$ cat config.mk
export PLATFORM = sky130hd
export DESIGN_NAME = quad_pulse_converter
export DESIGN_NICKNAME = d
export VERILOG_FILES = /design/src/rtl/qpc_pkg.sv /design/src/rtl/qpc_sync.sv /design/src/rtl/qpc_filter.sv /design/src/rtl/qpc_decode.sv /design/src/rtl/quad_pulse_converter.sv
export SDC_FILE = /design/constraint.sdc
export NUM_CORES = 1
export LEC_CHECK = 0
export BUFFER_PORTS_ARGS = -buffer_cell sky130_fd_sc_hd__buf_4
export CAP_MARGIN = 25
export CORE_AREA = 2 2 39 41
export CTS_CLUSTER_DIAMETER = 100
export DETAILED_ROUTE_END_ITERATION = 6
export DIE_AREA = 0 0 41 43
export GPL_ROUTABILITY_DRIVEN = 0
export GPL_TIMING_DRIVEN = 0
export PLACE_DENSITY_LB_ADDON = 0.25
export SETUP_SLACK_MARGIN = 0.4
export SYNTH_ARGS = -nofsm -noshare
export SYNTH_HDL_FRONTEND = slang
export SYNTH_HIERARCHICAL = 1
export SYNTH_SLANG_ARGS = --single-unit
$ cat constraint.sdc
create_clock -name clk -period 0.95 [get_ports clk]
set_input_delay 0 -clock clk [delete_from_list [all_inputs] [get_ports clk]]
set_output_delay 0 -clock clk [all_outputs]
set_load 0.02 [all_outputs]
$ cat src/rtl/qpc_pkg.sv
package qpc_pkg;

    typedef logic [1:0] phase_t;   // bit 1 = A, bit 0 = B

    typedef enum logic [1:0] {
        STEP_HOLD,
        STEP_FWD,
        STEP_REV,
        STEP_BAD
    } step_e;

    // Forward successor in the Gray sequence 00,01,11,10
    function automatic phase_t fwd_of(phase_t p);
        return {p[0], ~p[1]};
    endfunction

    function automatic step_e classify(phase_t prev, phase_t cur);
        if (cur == prev)               return STEP_HOLD;
        else if (cur == fwd_of(prev))  return STEP_FWD;
        else if (prev == fwd_of(cur))  return STEP_REV;
        else                           return STEP_BAD;
    endfunction

endpackage

$ cat src/rtl/qpc_sync.sv
module qpc_sync #(
    parameter int STAGES = 2,
    parameter int WIDTH  = 2
) (
    input  logic             clk,
    input  logic             rst,
    input  logic [WIDTH-1:0] raw,
    output logic [WIDTH-1:0] synced
);
    typedef logic [STAGES-1:0][WIDTH-1:0] pipe_t;

    pipe_t pipe_d, pipe_q;

    always_comb begin
        pipe_d[0] = raw;
        for (int i = 1; i < STAGES; i++) begin
            pipe_d[i] = pipe_q[i-1];
        end
    end

    always_ff @(posedge clk) begin
        if (rst) pipe_q <= '0;
        else     pipe_q <= pipe_d;
    end

    assign synced = pipe_q[STAGES-1];

endmodule

$ cat src/rtl/qpc_filter.sv
module qpc_filter #(
    parameter int LEN = 3
) (
    input  logic clk,
    input  logic rst,
    input  logic sample,
    output logic level
);
    localparam int CW = (LEN > 2) ? $clog2(LEN) : 1;
    localparam logic [CW-1:0] LIMIT = CW'(LEN - 1);

    typedef struct packed {
        logic          level;
        logic [CW-1:0] cnt;
    } filt_t;

    filt_t st_d, st_q;

    always_comb begin
        st_d = st_q;
        if (sample != st_q.level) begin
            if (st_q.cnt == LIMIT) begin
                st_d.level = sample;
                st_d.cnt   = '0;
            end else begin
                st_d.cnt = st_q.cnt + CW'(1);
            end
        end else begin
            st_d.cnt = '0;
        end
    end

    always_ff @(posedge clk) begin
        if (rst) st_q <= '0;
        else     st_q <= st_d;
    end

    assign level = st_q.level;

    // A new level is only taken after the disagreeing sample ran the full window
    assert_settled_change_R5: assert property (@(posedge clk) disable iff (rst)
        (st_q.level != $past(st_q.level)) |->
            ($past(st_q.cnt) == LIMIT && $past(sample) == st_q.level));

endmodule

$ cat src/rtl/qpc_decode.sv
module qpc_decode
    import qpc_pkg::*;
(
    input  logic   clk,
    input  logic   rst,
    input  phase_t phase,
    output logic   up,
    output logic   down,
    output logic   bad
);
    typedef struct packed {
        phase_t prev;
        logic   up;
        logic   down;
        logic   bad;
    } dec_t;

    dec_t st_d, st_q;
    step_e step;

    always_comb begin
        step       = classify(st_q.prev, phase);
        st_d.prev  = phase;
        st_d.up    = (step == STEP_FWD);
        st_d.down  = (step == STEP_REV);
        st_d.bad   = (step == STEP_BAD);
    end

    always_ff @(posedge clk) begin
        if (rst) st_q <= '0;
        else     st_q <= st_d;
    end

    assign up   = st_q.up;
    assign down = st_q.down;
    assign bad  = st_q.bad;

    assert_exclusive_R7: assert property (@(posedge clk) disable iff (rst)
        $onehot0({st_q.up, st_q.down, st_q.bad}));

    assert_up_one_bit_R2: assert property (@(posedge clk) disable iff (rst)
        st_q.up |-> ($countones(st_q.prev ^ $past(st_q.prev)) == 1));

    assert_down_one_bit_R3: assert property (@(posedge clk) disable iff (rst)
        st_q.down |-> ($countones(st_q.prev ^ $past(st_q.prev)) == 1));

    assert_bad_two_bits_R6: assert property (@(posedge clk) disable iff (rst)
        st_q.bad |-> ($countones(st_q.prev ^ $past(st_q.prev)) == 2));

    assert_quiet_when_still_R9: assert property (@(posedge clk) disable iff (rst)
        (st_q.prev == $past(st_q.prev)) |-> !(st_q.up || st_q.down || st_q.bad));

endmodule

$ cat src/rtl/quad_pulse_converter.sv
module quad_pulse_converter
    import qpc_pkg::*;
#(
    parameter int SYNC_STAGES = 2,
    parameter int FILT_LEN    = 3
) (
    input  logic clk,
    input  logic rst,
    input  logic enc_a,
    input  logic enc_b,
    output logic up_pulse,
    output logic down_pulse,
    output logic bad_step
);
    localparam int NBITS = $bits(phase_t);

    phase_t raw_ph, sync_ph, filt_ph;

    assign raw_ph = {enc_a, enc_b};

    qpc_sync #(
        .STAGES (SYNC_STAGES),
        .WIDTH  (NBITS)
    ) u_sync (
        .clk    (clk),
        .rst    (rst),
        .raw    (raw_ph),
        .synced (sync_ph)
    );

    for (genvar i = 0; i < NBITS; i++) begin : g_filt
        qpc_filter #(
            .LEN (FILT_LEN)
        ) u_filt (
            .clk    (clk),
            .rst    (rst),
            .sample (sync_ph[i]),
            .level  (filt_ph[i])
        );
    end

    qpc_decode u_dec (
        .clk   (clk),
        .rst   (rst),
        .phase (filt_ph),
        .up    (up_pulse),
        .down  (down_pulse),
        .bad   (bad_step)
    );

endmodule

# Word level (Yosys, flattened, before mapping)
# Index checks and enable logic that the tools add are counted.
# word_totals
register_bits,15
latch_bits,0
ram_bits,0
mem_bits_ro,0
out_inout_bits,3
wordCells,33
n_memories,0
# op_classes
n_addsub,2
mul,0
div,0
magnitude_cmp,0
eq_ne,10
shift,0
mux,3
n_bitwise,4
n_reduce_logical,4
# ops
cell,n
$eq A2 B2 Y1 const B,4
$eq A2 B2 Y1,3
$reduce_or A3 Y1,2
$add A2 B1 Y2 const B,2
$mux W2,2
$not A1 Y1,4
$reduce_and A2 Y1,2
$eq A2 B1 Y1 const B,1
$ne A1 B1 Y1,2
$mux W1,1

# Logic depth before layout (Yosys ltp)
# depth
ltp_word,6
ltp_mapped,4

# By module
# Netlist, hierarchy kept.
# by_module_without_submodules
module,instances,cells_each,area_per_inst_um2
qpc_filter,2,10,111.4
qpc_decode,1,14,166.4
qpc_sync,1,8,105.1

# Worst setup path after synthesis
# No wires, ideal clock.
# synth_timing
path_type,register to register
start,register g_filt[0].u_filt/st_q[0] (netlist bit)
end,register g_filt[0].u_filt/st_q[1] (netlist bit)
setup_time_ns,0.092
arrival_time_ns,0.839
required_ns,0.858
setup_slack_ns,0.019
stages_incl_launch_ff,4
path_cell_list,dfxtp_1 > inv_1 > ha_1 > nor4_1
# synth_between
elab_chain_len,2
# synth_lines
element,line_no,rtl
start: declaration,qpc_filter.sv:17,"filt_t st_d, st_q;"
start signal: assignment,qpc_filter.sv:35,else st_q <= st_d;
$eq A2 B2 Y1,qpc_filter.sv:22,if (st_q.cnt == LIMIT) begin
$reduce_or A3 Y1 (no source line),--,
# Parallel ways exist; a longest one is shown, timed or not.
# A chain may end at the register's enable or synchronous reset.

# Worst setup path after layout
# layout_timing
start,register g_filt[0].u_filt/st_q[0] (netlist bit)
end,register g_filt[0].u_filt.st_q (netlist bit g_filt[0].u_filt/level)
# layout_between
elab_chain_len,2
# layout_lines
element,line_no
$eq A2 B2 Y1,qpc_filter.sv:22
$reduce_and A2 Y1 (no source line),--
# Every way passes these cells.

==> metrics.csv <==
metric;value;unit
Core ar.;1380;µm²
via count;322;
VDD IR-drop max;837;µV
pwr dens;1420;nW/µm²
DP Wirelength;454;µm
Post-Place Cells;64;
area grow syn2layout;46.8;%
vias per inst;4.60;
Crit Path Class;flop to flop;
count of cell types in the netlist;11;
failing checks;negative hold slack;
share of the synthesized area in the top cell type;0.608;
fin worst setup slack;0.0360;ns
setup TNS;0;ns
IO Port Bufs;6;
first-pass GRT wire length;1.08;mm
synth warn;6;
post-route minimum period;0.914;ns
vias in the first global route;275;
Slew HR;0.853;
largest net degree at the start of global routing;16;
top layer in use;met3;
Clock Path Buffers;2;
Starting Density;0.357;
total track usage;0.0924;
# rows;14;
Die Ht;43;µm
Synth Area per Inst;11.8;µm²
Worst setup SP type;flop;
Die Span X;41;µm
RSZ-0062 raised after global routing;yes;
H-tree Lvls;1;
layout cells sized above 1;0.648;
Root Driver;clkbuf_4;
final hold violations;2;
post-route cell area;726;µm²
Fillers;129;
Leak;0.256;nW
total power;0.00103;W
Max Fclk;1090;MHz
largest area contributor in the netlist;dfxtp_1;
Hold WC Path Type;input pin to flop;
met2 WL post-DR;409;µm
final critical-path share of the clock period;0.962;
DRT Wirelength;733;µm
crit path capture type;flop;
Critical Path AT;1.08;ns
Placed Area;589;µm²
Crit Path Max Fanout;3;
top-level I/O count;7;
die footprint;1760;µm²
Mapped Cells;42;
Seq/Total Area, Yosys;0.608;
Setup WS pre-CTS;0.0821;ns
Net count, final;61;
Worst Hold Margin;-0.0631;ns
# diodes;0;
CTS sink cnt;15;
number of DRC markers in iteration 0;1;
Clock Skew;0.00317;ns
CTS buffer count;3;
required time worst endpoint;1.12;ns
final std cells w/o fill;70;
antenna-violating nets left;0;
final setup fails;0;
fin. max-slew vios;0;
top cells by area, synth;dfxtp_1, xnor2_1, nor2b_1, ha_1, nor4_1;
initial antenna violation count;0;
Routed met3 length;33;µm
wire length on met1;290;µm
worst skew pair latency;0.27;ns
mapped cell area;494;µm²
worst-margin pin slew;0.219;ns
Initial DRT Pass Iterations;2;
CTS tree;built;
Mapped Nets;48;
global route total overflow;0;
flops & latches, synth;15;
max_cap viols;0;
DRC;0;
status;finished with violations;
Worst-path clk slew;0.09;ns
WL per Instance;10.5;µm
synth_stat cells:
master and count:
inv_1 2, ha_1 2, and3b_1 1, nor4_1 4, dfxtp_1 15, nor3_1 2, mux2i_1 2, nor2_1 2
nor2b_1 6, xor2_1 1, xnor2_1 5
metrics by stage:
step           utilization  hold slack (ns)
2_1_floorplan            -           0.0650
3_5_place_dp         0.426            0.220
6_report             0.524          -0.0631
5_1_grt              0.524          -0.0743
4_1_cts              0.485          -0.0722
3_3_place_gp         0.426            0.210
worst paths after layout:
path	startpoint	endpoint	slack, ns	depth (start not counted)
worst max-delay path	g_filt[0].u_filt/st_q[0]	g_filt[0].u_filt/level	0.04	4
worst min-delay path	enc_b	u_sync/pipe_d[2]	-0.06	2
worst min register to register	g_filt[0].u_filt/st_q[0]	g_filt[0].u_filt/st_q[0]	0.42	1
worst max register to register	g_filt[0].u_filt/st_q[0]	g_filt[0].u_filt/level	0.04	4
kinds of logic (layout without fill, tap and decap cells):
family | Yosys count | count (layout) | synth area share
DFF | 15 | 15 | 0.608
and+or+nand+nor | 15 | 15 | 0.180
xor gates and xnor gates | 6 | 6 | 0.106
adders and majority gates | 2 | 2 | 0.0506
muxes | 2 | 2 | 0.0405
buffers and inverters | 2 | 14 | 0.0152
layout by cell type, fill, tap and decap left out:
master / count
mux2i_1: 2
dfxtp_2: 9
nor4_4: 1
xor2_2: 1
ha_4: 2
clkbuf_4: 3
inv_2: 2
buf_4: 4
dfxtp_4: 2
clkinv_2: 1
and3b_1: 1
nor4_1: 1
xnor2_2: 4
nor3_1: 2
nor2_1: 2
buf_6: 4
dfxtp_1: 4
xnor2_1: 1
nor4_2: 2
nor2b_1: 6
report_power, final:
group / switching [W] / leakage [nW] / internal (W)
sequential: 0.00000595 / 0.128 / 0.000633
combinational: 0.0000206 / 0.110 / 0.0000233
clock: 0.000192 / 0.0177 / 0.000156
total: 0.000219 / 0.256 / 0.000813
flip-flops by register name, indices dropped and copies added, names as in the netlist:
name and flops:
g_filt.u_filt/st_q 4, u_dec/up 1, u_dec/bad 1, u_dec/st_q 2
u_dec/down 1, u_sync/synced 2, g_filt.u_filt/level 2, u_sync/pipe_d 2
what timing repair did:
action | in CTS | in global routing
hold endpoints to repair | 10 | 2
pin swaps | 5 | 4
setup buffers | 2 | 0
resized for setup | 13 | 9
setup endpoints to repair | 14 | 14
critical path, cell delays in order, from the launching register on:
cell     delay (ns)
dfxtp_2        0.33
inv_2          0.05
ha_4           0.15
mux2i_1        0.21
nor2_1         0.06
metal layers:
metal,GRT usage,vias to the layer above
li1,-,161
met1,0.120,154
met2,0.125,7
met3,0.0314,0
met4,0.0600,0
met5,0,-
cell type report:
| cell class | count | area (µm²) | area share |
|---|---|---|---|
| repair buffers | 8 | 75.1 | 0.103 |
| well taps | 16 | 20.0 | 0.0276 |
| multi-input cells | 25 | 277 | 0.381 |
| inverters | 2 | 7.51 | 0.0103 |
| clock buffers | 3 | 22.5 | 0.0310 |
| flip-flops and latches | 15 | 319 | 0.440 |
| clock inverters | 1 | 5.00 | 0.00690 |
(Power assumes the default switching activity.)
